[src/rtl/pt_walker_pkg.sv]
package pt_walker_pkg;

  typedef enum logic [2:0] {
    WS_IDLE, WS_RD_REQ, WS_RD_WAIT, WS_STEP, WS_CAS_REQ, WS_CAS_WAIT, WS_DONE
  } walk_state_e;

  localparam logic [1:0] MOP_READ64 = 2'b01;
  localparam logic [1:0] MOP_CAS32  = 2'b10;

  localparam int FB_PRESENT = 0;
  localparam int FB_WRITE   = 1;
  localparam int FB_USER    = 2;
  localparam int FB_ACC     = 5;
  localparam int FB_DIRTY   = 6;
  localparam int FB_LARGE   = 7;
  localparam int FB_NOEXEC  = 63;

  typedef enum logic [1:0] {
    PGS_4K = 2'd0, PGS_2M = 2'd1, PGS_1G = 2'd2
  } pg_size_e;

endpackage

[src/rtl/pt_addr_unit.sv]
module pt_addr_unit
  import pt_walker_pkg::*;
#(
  parameter int VA_W     = 48,
  parameter int PA_W     = 52,
  parameter int LEVELS   = 4,
  parameter int IDX_W    = 9,
  parameter int PG_SHIFT = 12,
  localparam int LVL_W   = (LEVELS > 1) ? $clog2(LEVELS) : 1
) (
  input  logic [VA_W-1:0]  va,
  input  logic [LVL_W-1:0] lvl,
  input  logic [PA_W-1:0]  tbl_base,
  input  logic [PA_W-1:0]  leaf_entry,
  input  pg_size_e         leaf_size,
  output logic [PA_W-1:0]  entry_addr,
  output logic [PA_W-1:0]  phys_addr
);

  logic [IDX_W-1:0] idx_tab [LEVELS];
  logic [PA_W-1:0]  off_mask [4];
  logic [PA_W-1:0]  va_ext;
  logic [PA_W-1:0]  sel_mask;
  logic             unused_base;

  // one 9-bit index slice per table level
  for (genvar g = 0; g < LEVELS; g++) begin : g_idx
    assign idx_tab[g] = va[PG_SHIFT + IDX_W*g +: IDX_W];
  end

  // page-offset masks per size code; code 3 falls back to 4 KB
  for (genvar s = 0; s < 4; s++) begin : g_mask
    localparam int OFF = PG_SHIFT + IDX_W * ((s == 3) ? 0 : s);
    assign off_mask[s] = (PA_W'(1) << OFF) - PA_W'(1);
  end

  assign va_ext      = {{(PA_W-VA_W){1'b0}}, va};
  assign entry_addr  = {tbl_base[PA_W-1:PG_SHIFT], {PG_SHIFT{1'b0}}}
                     | (PA_W'(idx_tab[lvl]) << 3);
  assign sel_mask    = off_mask[leaf_size];
  assign phys_addr   = (leaf_entry & ~sel_mask) | (va_ext & sel_mask);
  assign unused_base = ^tbl_base[PG_SHIFT-1:0];

endmodule

[src/rtl/pt_entry_eval.sv]
module pt_entry_eval
  import pt_walker_pkg::*;
#(
  parameter int PA_W     = 52,
  parameter int LEVELS   = 4,
  parameter int PG_SHIFT = 12,
  localparam int LVL_W   = (LEVELS > 1) ? $clog2(LEVELS) : 1
) (
  input  logic [63:0]      entry,
  input  logic [LVL_W-1:0] lvl,
  input  logic             is_write,
  input  logic             nx_on,
  output logic             present,
  output logic             rsvd,
  output logic             leaf,
  output pg_size_e         size,
  output logic             need_upd,
  output logic [31:0]      set_bits,
  output logic [PA_W-1:0]  next_base
);

  logic large_ok;
  logic acc_need;
  logic dirty_need;
  logic unused_bits;

  // large pages are legal only at the 2 MB and 1 GB levels
  assign large_ok   = (int'(lvl) == 1) || (int'(lvl) == 2);
  assign present    = entry[FB_PRESENT];
  assign rsvd       = (|entry[62:PA_W])
                    | (entry[FB_NOEXEC] & ~nx_on)
                    | (entry[FB_LARGE] & (int'(lvl) > 2));
  assign leaf       = (lvl == '0) || (entry[FB_LARGE] && large_ok);
  assign acc_need   = ~entry[FB_ACC];
  assign dirty_need = leaf & is_write & ~entry[FB_DIRTY];
  assign need_upd   = acc_need | dirty_need;
  assign set_bits   = (32'h1 << FB_ACC) | (dirty_need ? (32'h1 << FB_DIRTY) : 32'h0);
  assign next_base  = {entry[PA_W-1:PG_SHIFT], {PG_SHIFT{1'b0}}};

  always_comb begin
    if (entry[FB_LARGE] && int'(lvl) == 2)      size = PGS_1G;
    else if (entry[FB_LARGE] && int'(lvl) == 1) size = PGS_2M;
    else                                        size = PGS_4K;
  end

  assign unused_bits = ^{entry[11:8], entry[4:3]};

endmodule

[src/rtl/pt_walker.sv]
module pt_walker
  import pt_walker_pkg::*;
#(
  parameter int VA_W     = 48,
  parameter int PA_W     = 52,
  parameter int LEVELS   = 4,
  parameter int IDX_W    = 9,
  parameter int PG_SHIFT = 12
) (
  input  logic            clk,
  input  logic            rst_n,
  input  logic [PA_W-1:0] root_base,
  input  logic            nx_enable,
  input  logic            req_valid,
  output logic            req_ready,
  input  logic [VA_W-1:0] req_va,
  input  logic            req_write,
  input  logic            req_user,
  output logic            res_valid,
  input  logic            res_ready,
  output logic [PA_W-1:0] res_pa,
  output logic [1:0]      res_size,
  output logic            res_fault,
  output logic [3:0]      res_err,
  output logic            res_w,
  output logic            res_u,
  output logic            res_x,
  output logic            mem_req_valid,
  input  logic            mem_req_ready,
  output logic [1:0]      mem_req_op,
  output logic [PA_W-1:0] mem_req_addr,
  output logic [31:0]     mem_req_cmp,
  output logic [31:0]     mem_req_swap,
  input  logic            mem_rsp_valid,
  input  logic [63:0]     mem_rsp_data
);

  localparam int LVL_W = (LEVELS > 1) ? $clog2(LEVELS) : 1;
  localparam logic [LVL_W-1:0] TOP_LVL = LVL_W'(LEVELS - 1);

  walk_state_e     st;
  logic [VA_W-1:0] va_q;
  logic            wr_q, us_q;
  logic [LVL_W-1:0] lvl_q;
  logic [PA_W-1:0] base_q;
  logic [63:0]     ent_q;
  logic            pw_q, pu_q, px_q;

  logic            e_present, e_rsvd, e_leaf, e_need;
  pg_size_e        e_size;
  logic [31:0]     e_set;
  logic [PA_W-1:0] e_next;
  logic [PA_W-1:0] ent_addr, leaf_pa;
  logic            nw, nu, nx;
  logic            cas_ok;

  pt_entry_eval #(.PA_W(PA_W), .LEVELS(LEVELS), .PG_SHIFT(PG_SHIFT)) u_eval (
    .entry(ent_q), .lvl(lvl_q), .is_write(wr_q), .nx_on(nx_enable),
    .present(e_present), .rsvd(e_rsvd), .leaf(e_leaf), .size(e_size),
    .need_upd(e_need), .set_bits(e_set), .next_base(e_next)
  );

  pt_addr_unit #(.VA_W(VA_W), .PA_W(PA_W), .LEVELS(LEVELS), .IDX_W(IDX_W),
                 .PG_SHIFT(PG_SHIFT)) u_addr (
    .va(va_q), .lvl(lvl_q), .tbl_base(base_q), .leaf_entry(ent_q[PA_W-1:0]),
    .leaf_size(e_size), .entry_addr(ent_addr), .phys_addr(leaf_pa)
  );

  assign req_ready     = (st == WS_IDLE);
  assign res_valid     = (st == WS_DONE);
  assign mem_req_valid = (st == WS_RD_REQ) || (st == WS_CAS_REQ);
  assign mem_req_op    = (st == WS_CAS_REQ) ? MOP_CAS32 : MOP_READ64;
  assign mem_req_addr  = ent_addr;
  assign mem_req_cmp   = ent_q[31:0];
  assign mem_req_swap  = ent_q[31:0] | e_set;
  assign cas_ok        = (mem_rsp_data[31:0] == mem_req_cmp) ||
                         (mem_rsp_data[31:0] == mem_req_swap);

  // permissions after folding in the current entry
  assign nw = pw_q & ent_q[FB_WRITE];
  assign nu = pu_q & ent_q[FB_USER];
  assign nx = px_q & ~ent_q[FB_NOEXEC];

  always_ff @(posedge clk or negedge rst_n) begin
    if (!rst_n) begin
      st        <= WS_IDLE;
      va_q      <= '0;
      wr_q      <= 1'b0;
      us_q      <= 1'b0;
      lvl_q     <= TOP_LVL;
      base_q    <= '0;
      ent_q     <= '0;
      pw_q      <= 1'b1;
      pu_q      <= 1'b1;
      px_q      <= 1'b1;
      res_pa    <= '0;
      res_size  <= 2'd0;
      res_fault <= 1'b0;
      res_err   <= 4'd0;
      res_w     <= 1'b0;
      res_u     <= 1'b0;
      res_x     <= 1'b0;
    end else begin
      case (st)
        WS_IDLE: if (req_valid) begin
          va_q   <= req_va;
          wr_q   <= req_write;
          us_q   <= req_user;
          lvl_q  <= TOP_LVL;
          base_q <= root_base;
          pw_q   <= 1'b1;
          pu_q   <= 1'b1;
          px_q   <= 1'b1;
          st     <= WS_RD_REQ;
        end
        WS_RD_REQ: if (mem_req_ready) st <= WS_RD_WAIT;
        WS_RD_WAIT: if (mem_rsp_valid) begin
          ent_q <= mem_rsp_data;
          st    <= WS_STEP;
        end
        WS_STEP: begin
          if (!e_present || e_rsvd) begin
            res_fault <= 1'b1;
            res_err   <= {e_present, us_q, wr_q, e_present};
            res_pa    <= '0;
            res_size  <= 2'd0;
            res_w     <= 1'b0;
            res_u     <= 1'b0;
            res_x     <= 1'b0;
            st        <= WS_DONE;
          end else if (e_need) begin
            st <= WS_CAS_REQ;
          end else if (e_leaf) begin
            res_fault <= 1'b0;
            res_err   <= 4'd0;
            res_pa    <= leaf_pa;
            res_size  <= e_size;
            res_w     <= nw;
            res_u     <= nu;
            res_x     <= nx;
            st        <= WS_DONE;
          end else begin
            pw_q   <= nw;
            pu_q   <= nu;
            px_q   <= nx;
            base_q <= e_next;
            lvl_q  <= lvl_q - LVL_W'(1);
            st     <= WS_RD_REQ;
          end
        end
        WS_CAS_REQ: if (mem_req_ready) st <= WS_CAS_WAIT;
        WS_CAS_WAIT: if (mem_rsp_valid) begin
          if (cas_ok) begin
            ent_q[31:0] <= mem_req_swap;
            st          <= WS_STEP;
          end else begin
            lvl_q  <= TOP_LVL;
            base_q <= root_base;
            pw_q   <= 1'b1;
            pu_q   <= 1'b1;
            px_q   <= 1'b1;
            st     <= WS_RD_REQ;
          end
        end
        WS_DONE: if (res_ready) st <= WS_IDLE;
        default: st <= WS_IDLE;
      endcase
    end
  end

  // memory request held until taken
  assert_mreq_hold_R11: assert property (@(posedge clk) disable iff (!rst_n)
    mem_req_valid && !mem_req_ready |=>
      mem_req_valid && $stable(mem_req_op) && $stable(mem_req_addr) && $stable(mem_req_swap));

  // result held until consumed
  assert_res_hold_R11: assert property (@(posedge clk) disable iff (!rst_n)
    res_valid && !res_ready |=>
      res_valid && $stable(res_pa) && $stable(res_err) && $stable(res_fault));

  // a response only arrives while one is awaited
  assert_one_outstanding_R11: assert property (@(posedge clk) disable iff (!rst_n)
    mem_rsp_valid |-> (st == WS_RD_WAIT || st == WS_CAS_WAIT));

  // a swap only adds the accessed/dirty flags
  assert_cas_flags_only_R4: assert property (@(posedge clk) disable iff (!rst_n)
    mem_req_valid && mem_req_op == MOP_CAS32 |->
      ((mem_req_cmp ^ mem_req_swap) & ~32'h60) == 32'h0 && mem_req_cmp != mem_req_swap);

  // a lost swap restarts at the root
  assert_restart_root_R5: assert property (@(posedge clk) disable iff (!rst_n)
    st == WS_CAS_WAIT && mem_rsp_valid && !cas_ok |=>
      st == WS_RD_REQ && lvl_q == TOP_LVL && base_q == $past(root_base));

  // a completed translation carries a legal size code and no cause bits
  assert_ok_result_R6: assert property (@(posedge clk) disable iff (!rst_n)
    res_valid && !res_fault |-> res_size != 2'd3 && res_err == 4'd0);

endmodule

[config.mk]
export PLATFORM = sky130hd
export DESIGN_NAME = pt_walker
export DESIGN_NICKNAME = d
export VERILOG_FILES = /design/src/rtl/pt_walker_pkg.sv /design/src/rtl/pt_addr_unit.sv /design/src/rtl/pt_entry_eval.sv /design/src/rtl/pt_walker.sv
export SDC_FILE = /design/constraint.sdc
export NUM_CORES = 1
export LEC_CHECK = 0
export ABC_AREA = 1
export BUFFER_PORTS_ARGS = -buffer_cell sky130_fd_sc_hd__buf_2
export CAP_MARGIN = 15
export CORE_ASPECT_RATIO = 0.7
export CORE_UTILIZATION = 43
export DETAILED_ROUTE_END_ITERATION = 12
export PLACE_DENSITY = 0.73
export SLEW_MARGIN = 40
export SYNTH_ARGS = -nofsm -noshare
export SYNTH_HDL_FRONTEND = slang
export SYNTH_SLANG_ARGS = --single-unit
[constraint.sdc]
create_clock -name clk -period 2.7 [get_ports clk]
set_clock_uncertainty 0.1 [all_clocks]
set_input_delay 0.54 -clock clk [delete_from_list [all_inputs] [get_ports clk]]
set_output_delay 0.54 -clock clk [all_outputs]
set_load 0.02 [all_outputs]
==> results.json <==
{
  "tns_ns": 0,
  "remaining_drc_errors": 0,
  "drv_cap": 0,
  "area.growth.synth_to_final_pct": 23.12,
  "clock_latency_ns": 0.51,
  "ys_warn_count": 0,
  "hold_class": "in2reg",
  "startpoint": "lvl_q[1]$_DFFE_PN1P_",
  "synth_area_mm2": 0.01062,
  "num_rows": 47,
  "hold_viol": 0,
  "cts_made_buffers": 23,
  "fmax_mhz": 389.6,
  "vdd_drop_max_v": 0.0006452,
  "cts.sinks": 223,
  "synth_xor_area_share_pct": 1.814,
  "coreArea_mm2": 0.02393,
  "cts_tree": "yes",
  "num_vias": 9226,
  "synth_edf_count": 0,
  "critPathCaptureType": "primary output",
  "start_util_pct": 44.38,
  "yosysSeqAreaShare_pct": 52.59,
  "cts.clk_slew.worst_paths_ns": 0.06,
  "ant_nets": 0,
  "via_per_inst": 5.204,
  "critPathKind": "reg2out",
  "power_w": 0.01599,
  "worstMarginPinSlew_ns": 0.6974,
  "cts_resized": 0,
  "rr_startpoint": "lvl_q[1]$_DFFE_PN1P_",
  "setup_viol": 0,
  "synth_top_family_by_area": "simple AND/OR/NAND/NOR gates",
  "drtPass1Iterations": 5,
  "fp.dieH_um": 133.5,
  "final_nets": 1616,
  "port_buffers": 339,
  "post_cts.repair.setup_buffers": 0,
  "htree_levels": 1,
  "cp.arrival_ns": 1.93,
  "fill_cells": 2160,
  "drive_gt1_share_pct": 33.91,
  "first_global_vias": 8808,
  "period_share_pct": 95.06,
  "cts.root.buffer_cell": "clkbuf_16",
  "chipWidth_um": 189.9,
  "track_usage_pct": 25.46,
  "synth-seq-cells": 223,
  "clock_path_buffers": 3,
  "synthCells": 1170,
  "hold-worst-slack_ns": 0.1551,
  "antenna_found_initial": 3,
  "cp-start-kind": "register",
  "power.density_mw_per_mm2": 1223,
  "place_hpwl_um": 23470,
  "r2r_cells": 12,
  "grt_max_degree": 75,
  "synth-simple-area-share_pct": 17.81,
  "maxSlewHeadroom_pct": 53.50,
  "p_leak_nw": 7.028,
  "wl_per_cell_um": 18.37,
  "synth-adder-area-share_pct": 0.4711,
  "synth_compound_area_share_pct": 8.751,
  "ys.flop_type": "dfrtp_1",
  "cp.required_ns": 2.06,
  "rsz0062_at_grt": "false",
  "ys_types": 35,
  "drt-initial-drc-count": 535,
  "async_flop_share_pct": 100.0,
  "min_period_ns": 2.567,
  "wl_um": 32580,
  "fin_util_pct": 54.64,
  "min_path_cells": 2,
  "status": "complete, no violations",
  "drv_slew": 0,
  "grt-ovfl-total": 0,
  "grt_pass1_wl_um": 49650,
  "die-area_mm2": 0.02535,
  "place_congestion": 0.8712,
  "hp-start": "req_va[39]",
  "synth_area_per_cell_um2": 9.079,
  "synth.area.mux_share_pct": 8.257,
  "worstPathMaxFanout": 3,
  "io_pins": 356
}
[registers in the layout (all words and copies together) (netlist names), 2 cells and up]
name      count
ent_q        64
res_pa       52
va_q         48
base_q       40
res_err       3
st            3
lvl_q         2
res_size      2
[report_power, final]
part,total (W),switching [W],leakage [nW],internal [W]
logic,0.00725,0.00461,3.93,0.00265
clock network,0.00311,0.00134,0.355,0.00177
registers,0.00563,0.00102,2.75,0.00461
[what timing repair did]
| item | 4_1_cts | 5_1_grt |
|---|---|---|
| hold endpoints to repair | 67 | 0 |
| hold buffers | 1 | 0 |
| setup endpoints to repair | 0 | 0 |
[final cells by class]
cell class,count,area [µm²],share of cell area [%]
Clock buffer,31,645.6,4.936
Sequential cell,223,5587,42.72
Multi-Input combinational cell,742,3988,30.49
Timing Repair Buffer,371,2087,15.96
Tap cell,318,397.9,3.042
Antenna cell,1,2.502,0.01913
Clock inverter,9,78.83,0.6027
Inverter,78,292.8,2.239
[worst paths after layout]
path	slack [ns]	endpoint
max in group asynchronous	1.22	pu_q$_DFFE_PN1P_
hold / removal	0.16	va_q[39]$_DFFE_PN0P_
min in group asynchronous	0.48	va_q[35]$_DFFE_PN0P_
setup reg to reg	0.23	base_q[35]$_DFFE_PN0P_
setup / recovery	0.13	mem_req_swap[6]
hold reg to reg	0.36	pw_q$_DFFE_PN1P_
[worst max-delay path, stage by stage, from the launching register on]
cell and delay, ns:
dfstp_2 0.53, clkinv_1 0.08, ha_1 0.30, nand2_1 0.05
nand2_1 0.09, nand2_1 0.08, nand2_1 0.10, buf_2 0.18
[metal layers]
metal | wire (µm) | track usage, %
met1 | 14150 | 35.67
met2 | 14690 | 40.02
met3 | 3058 | 6.112
met4 | 676 | 5.600
met5 | 0 | 0
[stage by stage]
stage / setup slack [ns] / instance area, µm² / instances
6_report: 0.1333 / 13080 / 1773
5_1_grt: 0.01335 / 13080 / 1773
4_1_cts: 0.1113 / 13080 / 1772
3_5_place_dp: 0.1827 / 12340 / 1731
3_3_place_gp: 0.2146 / 12340 / 1731
2_1_floorplan: 0.1533 / 10630 / 1172
[kinds of logic after synthesis]
logic type,after synthesis
other cells,2
mux,79
fa+ha+maj,4
buf+inv,207
flops,223
xor+xnor,22
compound gates,179
simple gates,454
[Yosys cell counts (all sizes together), types with 5 or more instances]
master	n	area [µm²]
nand2	243	919.6
dfrtp	218	5455
o21ai	124	624.3
nand3	120	600.6
buf	95	666.9
nor2	80	302.8
inv	77	289.0
mux2	69	777.0
a21oi	43	226.5
clkbuf	34	127.6
xnor2	18	157.7
mux2i	10	100.1
o22ai	9	56.30
dfstp	5	131.4
nand4	5	31.28
[layout by cell type, fill, tap and decap left out, drive strengths merged, types with 18 or more instances in the layout]
| cell type | count |
|---|---|
| nand3 | 120 |
| nor2 | 80 |
| xnor2 | 18 |
| nand2 | 243 |
| inv | 77 |
| dfrtp | 218 |
| mux2 | 69 |
| buf | 370 |
| clkbuf | 31 |
| o21ai | 124 |
| a21oi | 43 |
Power figures use the tool's default switching activity.
